[src/rtl/pbrc_pkg.sv]
package pbrc_pkg;

    typedef enum logic [1:0] {
        BT_IDLE,
        BT_BOOT_WAIT,
        BT_HOLD,
        BT_SPENT
    } btn_state_e;

    typedef enum logic {
        RS_IDLE,
        RS_PULSE
    } rst_state_e;

    // timer slots in the shared timer bank
    localparam int TMR_BOOT  = 0;
    localparam int TMR_HOLD  = 1;
    localparam int TMR_PMIC  = 2;
    localparam int TMR_RST   = 3;
    localparam int TMR_COUNT = 4;

endpackage

[src/rtl/pbrc_timer.sv]
// Cancellable down-counter paced by a millisecond tick.
// Priority: arm over cancel over counting.
module pbrc_timer #(
    parameter int unsigned CW    = 8,
    parameter int unsigned LIMIT = 10
) (
    input  logic clk,
    input  logic rst_n,
    input  logic tick,
    input  logic arm,
    input  logic cancel,
    output logic busy,
    output logic expire
);

    logic [CW-1:0] cnt_q;

    always_ff @(posedge clk or negedge rst_n) begin
        if (!rst_n) begin
            cnt_q  <= '0;
            busy   <= 1'b0;
            expire <= 1'b0;
        end else begin
            expire <= 1'b0;
            if (arm) begin
                cnt_q <= CW'(LIMIT);
                busy  <= 1'b1;
            end else if (cancel) begin
                busy <= 1'b0;
            end else if (busy && tick) begin
                if (cnt_q == CW'(1)) begin
                    busy   <= 1'b0;
                    expire <= 1'b1;
                end else begin
                    cnt_q <= cnt_q - CW'(1);
                end
            end
        end
    end

endmodule

[src/rtl/pbrc_btn_fsm.sv]
// Button hold state machine: boot hold, shutdown hold, release cancel.
module pbrc_btn_fsm
    import pbrc_pkg::*;
(
    input  logic clk,
    input  logic rst_n,
    input  logic btn_pressed,
    input  logic sys_off,
    input  logic enter_s3,
    input  logic boot_exp,
    input  logic hold_exp,
    output logic boot_arm,
    output logic hold_arm,
    output logic btn_cancel,
    output logic boot_go,
    output logic force_go,
    output logic holding
);

    btn_state_e st_q, st_d;
    logic       btn_q;
    logic       press, release_ev;
    logic       boot_go_d, force_go_d;

    assign press      = btn_pressed & ~btn_q;
    assign release_ev = ~btn_pressed & btn_q;
    assign holding    = (st_q == BT_HOLD);

    // state register
    always_ff @(posedge clk or negedge rst_n) begin
        if (!rst_n) begin
            st_q  <= BT_IDLE;
            btn_q <= 1'b0;
        end else begin
            st_q  <= st_d;
            btn_q <= btn_pressed;
        end
    end

    // next state and timer controls
    always_comb begin
        st_d       = st_q;
        boot_arm   = 1'b0;
        hold_arm   = 1'b0;
        btn_cancel = 1'b0;
        boot_go_d  = 1'b0;
        force_go_d = 1'b0;
        unique case (st_q)
            BT_IDLE: begin
                if (press) begin
                    hold_arm = 1'b1;
                    if (sys_off) begin
                        boot_arm = 1'b1;
                        st_d     = BT_BOOT_WAIT;
                    end else begin
                        st_d = BT_HOLD;
                    end
                end
            end
            BT_BOOT_WAIT: begin
                if (release_ev) begin
                    btn_cancel = 1'b1;
                    st_d       = BT_IDLE;
                end else if (hold_exp) begin
                    btn_cancel = 1'b1;
                    force_go_d = 1'b1;
                    st_d       = BT_SPENT;
                end else if (boot_exp) begin
                    boot_go_d = 1'b1;
                    st_d      = BT_HOLD;
                end
            end
            BT_HOLD: begin
                if (release_ev) begin
                    btn_cancel = 1'b1;
                    st_d       = BT_IDLE;
                end else if (hold_exp || enter_s3) begin
                    btn_cancel = 1'b1;
                    force_go_d = 1'b1;
                    st_d       = BT_SPENT;
                end
            end
            BT_SPENT: begin
                if (release_ev) begin
                    st_d = BT_IDLE;
                end
            end
            default: st_d = BT_IDLE;
        endcase
    end

    // registered pulse outputs
    always_ff @(posedge clk or negedge rst_n) begin
        if (!rst_n) begin
            boot_go  <= 1'b0;
            force_go <= 1'b0;
        end else begin
            boot_go  <= boot_go_d;
            force_go <= force_go_d;
        end
    end

endmodule

[src/rtl/pbrc_rst_fsm.sv]
// Warm-reset pulse state machine: edge accepted only while idle.
module pbrc_rst_fsm
    import pbrc_pkg::*;
(
    input  logic clk,
    input  logic rst_n,
    input  logic warm_req,
    input  logic tmr_busy,
    input  logic tmr_exp,
    output logic tmr_arm,
    output logic pulse_on
);

    rst_state_e st_q, st_d;
    logic       warm_q;
    logic       warm_edge;

    assign warm_edge = warm_req & ~warm_q;
    assign pulse_on  = (st_q == RS_PULSE);

    always_ff @(posedge clk or negedge rst_n) begin
        if (!rst_n) begin
            st_q   <= RS_IDLE;
            warm_q <= 1'b0;
        end else begin
            st_q   <= st_d;
            warm_q <= warm_req;
        end
    end

    always_comb begin
        st_d    = st_q;
        tmr_arm = 1'b0;
        unique case (st_q)
            RS_IDLE: begin
                if (warm_edge && !tmr_busy) begin
                    tmr_arm = 1'b1;
                    st_d    = RS_PULSE;
                end
            end
            RS_PULSE: begin
                if (tmr_exp) begin
                    st_d = RS_IDLE;
                end
            end
            default: st_d = RS_IDLE;
        endcase
    end

endmodule

[src/rtl/pwrbtn_rst_ctrl.sv]
module pwrbtn_rst_ctrl
    import pbrc_pkg::*;
#(
    parameter int unsigned BOOT_MS      = 10,
    parameter int unsigned HOLD_MS      = 8000,
    parameter int unsigned PMIC_HOLD_MS = 9000,
    parameter int unsigned RST_PULSE_MS = 50
) (
    input  logic clk,
    input  logic rst_n,
    input  logic ms_tick,
    input  logic btn_pressed,
    input  logic lid_open,
    input  logic warm_req,
    input  logic sys_off,
    input  logic enter_s3,
    output logic pwr_on_req,
    output logic force_off,
    output logic sys_rst_n,
    output logic pmic_en_n
);

    localparam int unsigned LIM [TMR_COUNT] = '{BOOT_MS, HOLD_MS, PMIC_HOLD_MS, RST_PULSE_MS};
    localparam int unsigned MAX_AB = (BOOT_MS > HOLD_MS) ? BOOT_MS : HOLD_MS;
    localparam int unsigned MAX_CD = (PMIC_HOLD_MS > RST_PULSE_MS) ? PMIC_HOLD_MS : RST_PULSE_MS;
    localparam int unsigned MAX_LIM = (MAX_AB > MAX_CD) ? MAX_AB : MAX_CD;
    localparam int unsigned CW = $clog2(MAX_LIM + 1);

    logic [TMR_COUNT-1:0] t_arm, t_cancel, t_busy, t_exp;

    logic boot_arm, hold_arm, btn_cancel, boot_go, force_go, btn_holding;
    logic rst_arm, rst_pulse_on;
    logic lid_q, on_src, force_hold_q;

    generate
        for (genvar g = 0; g < TMR_COUNT; g++) begin : g_tmr
            pbrc_timer #(
                .CW   (CW),
                .LIMIT(LIM[g])
            ) tmr_i (
                .clk   (clk),
                .rst_n (rst_n),
                .tick  (ms_tick),
                .arm   (t_arm[g]),
                .cancel(t_cancel[g]),
                .busy  (t_busy[g]),
                .expire(t_exp[g])
            );
        end
    endgenerate

    pbrc_btn_fsm btn_i (
        .clk        (clk),
        .rst_n      (rst_n),
        .btn_pressed(btn_pressed),
        .sys_off    (sys_off),
        .enter_s3   (enter_s3),
        .boot_exp   (t_exp[TMR_BOOT]),
        .hold_exp   (t_exp[TMR_HOLD]),
        .boot_arm   (boot_arm),
        .hold_arm   (hold_arm),
        .btn_cancel (btn_cancel),
        .boot_go    (boot_go),
        .force_go   (force_go),
        .holding    (btn_holding)
    );

    pbrc_rst_fsm rstp_i (
        .clk     (clk),
        .rst_n   (rst_n),
        .warm_req(warm_req),
        .tmr_busy(t_busy[TMR_RST]),
        .tmr_exp (t_exp[TMR_RST]),
        .tmr_arm (rst_arm),
        .pulse_on(rst_pulse_on)
    );

    // timer bank wiring
    assign t_arm[TMR_BOOT]    = boot_arm;
    assign t_cancel[TMR_BOOT] = btn_cancel;
    assign t_arm[TMR_HOLD]    = hold_arm;
    assign t_cancel[TMR_HOLD] = btn_cancel;
    assign t_arm[TMR_PMIC]    = force_go;
    assign t_cancel[TMR_PMIC] = boot_go;
    assign t_arm[TMR_RST]     = rst_arm;
    assign t_cancel[TMR_RST]  = 1'b0;

    // power-on sources: completed boot hold or lid opening while off
    assign on_src = boot_go | (lid_open & ~lid_q & sys_off);

    always_ff @(posedge clk or negedge rst_n) begin
        if (!rst_n) begin
            lid_q        <= 1'b0;
            pwr_on_req   <= 1'b0;
            force_hold_q <= 1'b0;
        end else begin
            lid_q      <= lid_open;
            pwr_on_req <= on_src;
            if (force_go) begin
                force_hold_q <= 1'b1;
            end else if (on_src) begin
                force_hold_q <= 1'b0;
            end
        end
    end

    // output stage
    always_comb begin
        force_off = force_go;
        sys_rst_n = ~(force_hold_q | rst_pulse_on);
        pmic_en_n = ~t_busy[TMR_PMIC];
    end

endmodule

[config.mk]
export PLATFORM = sky130hd
export DESIGN_NAME = pwrbtn_rst_ctrl
export DESIGN_NICKNAME = d
export VERILOG_FILES = /design/src/rtl/pbrc_pkg.sv /design/src/rtl/pbrc_timer.sv /design/src/rtl/pbrc_btn_fsm.sv /design/src/rtl/pbrc_rst_fsm.sv /design/src/rtl/pwrbtn_rst_ctrl.sv
export SDC_FILE = /design/constraint.sdc
export NUM_CORES = 1
export LEC_CHECK = 0
export BUFFER_PORTS_ARGS = -buffer_cell sky130_fd_sc_hd__clkbuf_2
export CELL_PAD_IN_SITES_DETAIL_PLACEMENT = 1
export CELL_PAD_IN_SITES_GLOBAL_PLACEMENT = 2
export CORE_MARGIN = 2
export CORE_UTILIZATION = 36
export DETAILED_ROUTE_END_ITERATION = 10
export GPL_ROUTABILITY_DRIVEN = 0
export PLACE_DENSITY = 0.77
export REMOVE_ABC_BUFFERS = 1
export SLEW_MARGIN = 20
export SYNTH_ARGS = -nofsm -noshare
export SYNTH_HDL_FRONTEND = slang
export SYNTH_SLANG_ARGS = --single-unit
[constraint.sdc]
create_clock -name clk -period 2.1 [get_ports clk]
set_input_delay 0.105 -clock clk [delete_from_list [all_inputs] [get_ports clk]]
set_output_delay 0.105 -clock clk [all_outputs]
set_load 0.02 [all_outputs]
# Word-level counts from Yosys, hierarchy flattened
# Index checks and enable logic that the tools add are counted.
dict set report op_classes {
  addsub 4
  eq_ne 18
  n_mux 73
  bitwise 14
  n_reduce_logical 29
}
# cell n
set op_table {}
lappend op_table {{2-to-1 mux 14 bit} 15}
lappend op_table {{== test 14 x 1 -> 1 bit (second input constant)} 4}
lappend op_table {{subtractor 14 x 1 -> 14 bit (second input constant)} 4}
lappend op_table {{2-to-1 mux 1 bit} 46}
lappend op_table {{nonzero test 3 bit} 6}
lappend op_table {{2-to-1 mux 2 bit} 8}
lappend op_table {{!= test 2 x 1 -> 1 bit (second input constant)} 6}
lappend op_table {{nonzero test 2 bit} 6}
lappend op_table {{AND reduction 2 bit} 5}
lappend op_table {{AND reduction 3 bit} 3}
lappend op_table {{case mux 2 bit (4 select lines)} 1}
lappend op_table {{NOT 1 bit} 7}
lappend op_table {{!= test 2 bit (second input constant)} 3}
lappend op_table {{case mux 1 bit (2 select lines)} 3}
lappend op_table {{AND 1 bit} 5}
lappend op_table {{logical AND 1 bit} 5}
lappend op_table {{== test 2 bit (second input constant)} 2}
lappend op_table {{!= test 4 x 3 -> 1 bit (second input constant)} 1}
lappend op_table {{AND reduction 4 bit} 1}
lappend op_table {{!= test 3 x 1 -> 1 bit (second input constant)} 1}
lappend op_table {{== test 2 x 1 -> 1 bit (second input constant)} 1}
lappend op_table {{logical NOT 2 bit} 1}
lappend op_table {{bitwise OR 1 bit} 2}
lappend op_table {{logical NOT 1 bit} 1}
lappend op_table {{logical OR 1 bit} 1}
dict set report word_totals {
  register_bits 73
  output_inout_bits 4
  wordCells 158
}

# Logic depth before layout (Yosys ltp)
dict set report depth {
  depth_word 7
  mapped_depth 8
  depth_no_buf 6
}

# Modules after synthesis
# From an unflattened synthesis, not the netlist that was laid out.
dict set report unflattened {
  hier_cells 417
  area_unflattened_um2 4152.7
}
# mod n_inst cells_per_inst area_each_um2 seq_area_each_um2
set by_module_without_submodules {}
lappend by_module_without_submodules {{pbrc_timer at g_tmr[3].tmr_i} 1 91 927.1 400.4}
lappend by_module_without_submodules {{pbrc_timer at g_tmr[1].tmr_i} 1 93 894.6 400.4}
lappend by_module_without_submodules {{pbrc_timer at g_tmr[0].tmr_i} 1 91 888.4 400.4}
lappend by_module_without_submodules {{pbrc_timer at g_tmr[2].tmr_i} 1 91 873.3 400.4}
lappend by_module_without_submodules {pbrc_btn_fsm 1 36 361.6 125.1}
lappend by_module_without_submodules {pwrbtn_rst_ctrl 1 10 122.6 75.1}
lappend by_module_without_submodules {pbrc_rst_fsm 1 5 85.1 50.0}

# Worst setup path before layout
# Ideal clock, no wire load.
dict set report synth_timing {
  path_type {register to register}
  startpoint {reg g_tmr[0].tmr_i.cnt_q[0]}
  endpoint {reg g_tmr[0].tmr_i.cnt_q[12]}
  setup_time_ps 78
  arrival_ps 2068
  slack_ps -46
  path_stages_with_launch 7
  cell_sequence {dfrtp_1 inv_1 ha_1 or3b_2 or4_1 or4_1 a21oi_1}
}
dict set report synth_between {
  elab_chain_len 5
}
# element line
set synth_lines {}
lappend synth_lines {{start, declared} pbrc_timer.sv:16} ;# logic [CW-1:0] cnt_q;
lappend synth_lines {{start signal, assigned} pbrc_timer.sv:26} ;# cnt_q <= CW'(LIMIT);
lappend synth_lines {{start signal, assigned} pbrc_timer.sv:35} ;# cnt_q <= cnt_q - CW'(1);
lappend synth_lines {{subtractor 14 x 1 -> 14 bit} pbrc_timer.sv:35}
lappend synth_lines {{2-to-1 mux 14 bit} pbrc_timer.sv:31} ;# if (cnt_q == CW'(1)) begin
lappend synth_lines {{2-to-1 mux 14 bit} pbrc_timer.sv:30} ;# end else if (busy && tick) begin
lappend synth_lines {{2-to-1 mux 14 bit} pbrc_timer.sv:28} ;# end else if (cancel) begin
lappend synth_lines {{2-to-1 mux 14 bit} pbrc_timer.sv:25} ;# if (arm) begin
# Parallel ways exist; a longest one is shown, timed or not. The select of a mux whose other input is x is not followed.
# A chain may end at the register's enable or synchronous reset.

# Worst setup path in the final report
dict set report layout_timing {
  startpoint {reg g_tmr[0].tmr_i.cnt_q[1]}
  endpoint {reg g_tmr[0].tmr_i.cnt_q[9]}
}
# The elaborated chain is that of the path after synthesis.

==> flow_summary.yaml <==
global_routing:
  grt_max_degree: 43
  antenna_found_initial: 0
  first_global_vias: 3996
  globalRouteOverflowTotal: 0
  grt_usage: 0.1903
  grt_first_pass_wirelength_microns: 19450
sta:
  finalSetupViolations: 0
  slew_headroom: 0.5941
  hold_viol_final: 0
  finalCritPeriodShare: 0.9885
  tns_ps: 0
  whs_ps: 142.1
  finClkSkew_ps: 6.338
  rsz0062_at_grt: "yes"
  fin_crit_ps: 2076
  fin_ws_ps: 24.05
  max_freq_mhz: 481.7
  worst_slew_pin_slew_ps: 608.8
  slew_violations: 0
placement:
  dpl.hpwl_microns: 7595
  placed_area_sq_um: 4728
  dp.cells: 624
  dp_slack_ps: -77.35
  io_buffers: 11
setup_path:
  worstReg2RegStart: "g_tmr[0].tmr_i.cnt_q[1]"
  rr_worst_depth: 4
  critPathRequiredTime_ps: 2360
  cp-end-kind: "flop"
  r2r_slack_ps: 20
  critPathKind: "flop to flop"
  reg2reg_to: "g_tmr[0].tmr_i.cnt_q[9]"
  cp_max_fo: 4
  startpoint_type: "flop"
  crit_arrival_ps: 2340
route:
  dr.pass1.iters: 4
  first_iter_violations: 197
  wl_per_cell_microns: 17.26
  antenna_left: 0
  vias: 3678
  route.detailed.drc: 0
  avgViaCountPerCell: 5.676
  wirelength_microns: 11190
min_path:
  hp-class: "primary input to flop"
  holdPathEnd: "pwr_on_req"
  holdPathStages: 3
  hp-start: "sys_off"
die:
  io-pin-count: 12
  core_area_sq_um: 11320
  start_util: 0.3673
  fp.dieW_microns: 111.5
  die-area_sq_um: 12420
  die-height_microns: 111.5
  rows: 39
finish:
  syn_to_final_growth_pct: 26.90
  n_antenna_cell: 0
  post-route-util: 0.4661
  finalInstanceArea_sq_um: 5276
  layout.nets: 520
  layout.cells.non_filler: 648
  drive_gt1_frac: 0.2772
cts:
  cts_buffers: 9
  clk_latency_ps: 330
  cts_tree: "yes"
  cts_buffer_depth: 2
  cts.sink_count: 73
  cts_max_level: 3
  cts_root_buffer: "clkbuf_16"
  clk_pin_slew_ps: 60
logic_synthesis:
  ys.flop_type: "dfrtp_1"
  yosysWarnings: 0
  synthTopCellsByArea: "dfrtp_1 44%, or4_1 4.7%, mux2i_1 3.9%"
  seq_area_frac_synth: 0.4394
  netlist_top_cells_count: "73 x dfrtp_1, 39 x nor2_1, 30 x a21oi_1, 26 x or4_1, 25 x nand2_1"
  synth-seq-cells: 73
  synth_edf_count: 0
  syn_inst: 441
  syn_area_per_cell_sq_um: 9.428
  syn-cell-area_sq_um: 4158
  yosysTopAreaCell: "dfrtp_1"
  synthDistinctLibCells: 45
  yosysMostFrequentCell: "dfrtp_1"
  synth-async-reset-ratio: 1.000
  synth_top_area_share: 0.4394
run_status:
  outcome: "completed"
job:
  drv_cap: 0
power_and_ir_drop:
  p_per_area_nw_per_um2: 1332
  p_leak_nw: 2.249
  peakVddDrop_mv: 0.5051
  totalPowerFinal_mw: 7.028
[routing by layer]
metal	share of wire	track usage
met3	0.019	0.02885
met1	0.47	0.2381
met5	0	0
met4	0.016	0.06667
met2	0.49	0.3354
[how the worst max path moves through the flow]
stage                            startpoint                       end  slack (ps)  depth (start not counted)
floorplan                     btn_i.st_q[0]  g_tmr[1].tmr_i.cnt_q[13]        -100                          6
global placement    g_tmr[0].tmr_i.cnt_q[1]  g_tmr[0].tmr_i.cnt_q[12]        -0.5                          6
detailed placement  g_tmr[0].tmr_i.cnt_q[1]  g_tmr[0].tmr_i.cnt_q[12]         -80                          6
CTS                           btn_i.st_q[1]   g_tmr[0].tmr_i.cnt_q[9]           1                          7
global route        g_tmr[0].tmr_i.cnt_q[0]  g_tmr[0].tmr_i.cnt_q[12]         -50                          6
finish              g_tmr[0].tmr_i.cnt_q[1]   g_tmr[0].tmr_i.cnt_q[9]          20                          4
[state kept, by name, summed over array words and instances (netlist names)]
signal,cells
lid_q,1
g_tmr.tmr_i.expire,3
rstp_i.warm_q,1
pwr_on_req,1
rstp_i.pulse_on,1
btn_i.boot_go,1
btn_i.force_go,1
g_tmr.tmr_i.busy,4
btn_i.btn_q,1
g_tmr.tmr_i.cnt_q,56
btn_i.st_q,2
force_hold_q,1
[kinds of logic after synthesis]
family,Yosys count,synth area share
compound gates,84,0.1354
fa+ha+maj,12,0.03611
buf+inv,36,0.03340
simple gates,213,0.2982
mux,23,0.05748
flops,73,0.4394
[layout make-up]
cell class,instances,area (sq um)
timing repair buffer,70,555.5
clock inverter,7,71.32
tap,143,178.9
multi-input combinational,332,2366
fill,1322,6045
clock buffer,9,225.2
sequential,73,1827
inverter,14,52.55
[where the power goes]
part	switching, mW	total [mW]	internal [mW]
registers	0.438	2.31	1.87
logic	1.63	3.17	1.55
clock network	0.625	1.54	0.918
total	2.69	7.03	4.34
[timing repair]
| action | 4_1_cts | 5_1_grt |
|---|---|---|
| buffers inserted | 2 | 2 |
| pin swaps | 0 | 9 |
| hold buffers | 4 | 0 |
| resized for setup | 10 | 32 |
| hold endpoints to repair | 34 | 0 |
| setup endpoints to repair | 11 | 30 |
[cell usage in the layout (no fill, tap or decap), types with 4 or more instances in the layout]
| cell | instances |
|---|---|
| buf_4 | 51 |
| nor4b_1 | 5 |
| mux2i_1 | 16 |
| a21oi_2 | 5 |
| or4_4 | 10 |
| dfrtp_1 | 73 |
| nor2b_1 | 10 |
| a31o_2 | 8 |
| or4_1 | 16 |
| nand3_1 | 18 |
| nor3_1 | 14 |
| clkbuf_16 | 9 |
| nor4_2 | 4 |
| or3_1 | 12 |
| mux2_2 | 7 |
| dlygate4sd3_1 | 4 |
| a21oi_1 | 24 |
| inv_1 | 11 |
| ha_1 | 10 |
| nand2b_1 | 4 |
| clkbuf_2 | 10 |
| nand4_1 | 11 |
| o21ai_0 | 7 |
| nand2_1 | 25 |
| o31ai_1 | 18 |
| nor4_1 | 10 |
| nor2_1 | 39 |
| nand3b_1 | 4 |
[worst max-delay path: stages, from the launching register on]
cell     delay [ps]
dfrtp_1         410
or4_4           580
or4_4           430
or4_4           440
a21oi_2         140
Note: power is estimated with default switching activity, not from simulation.
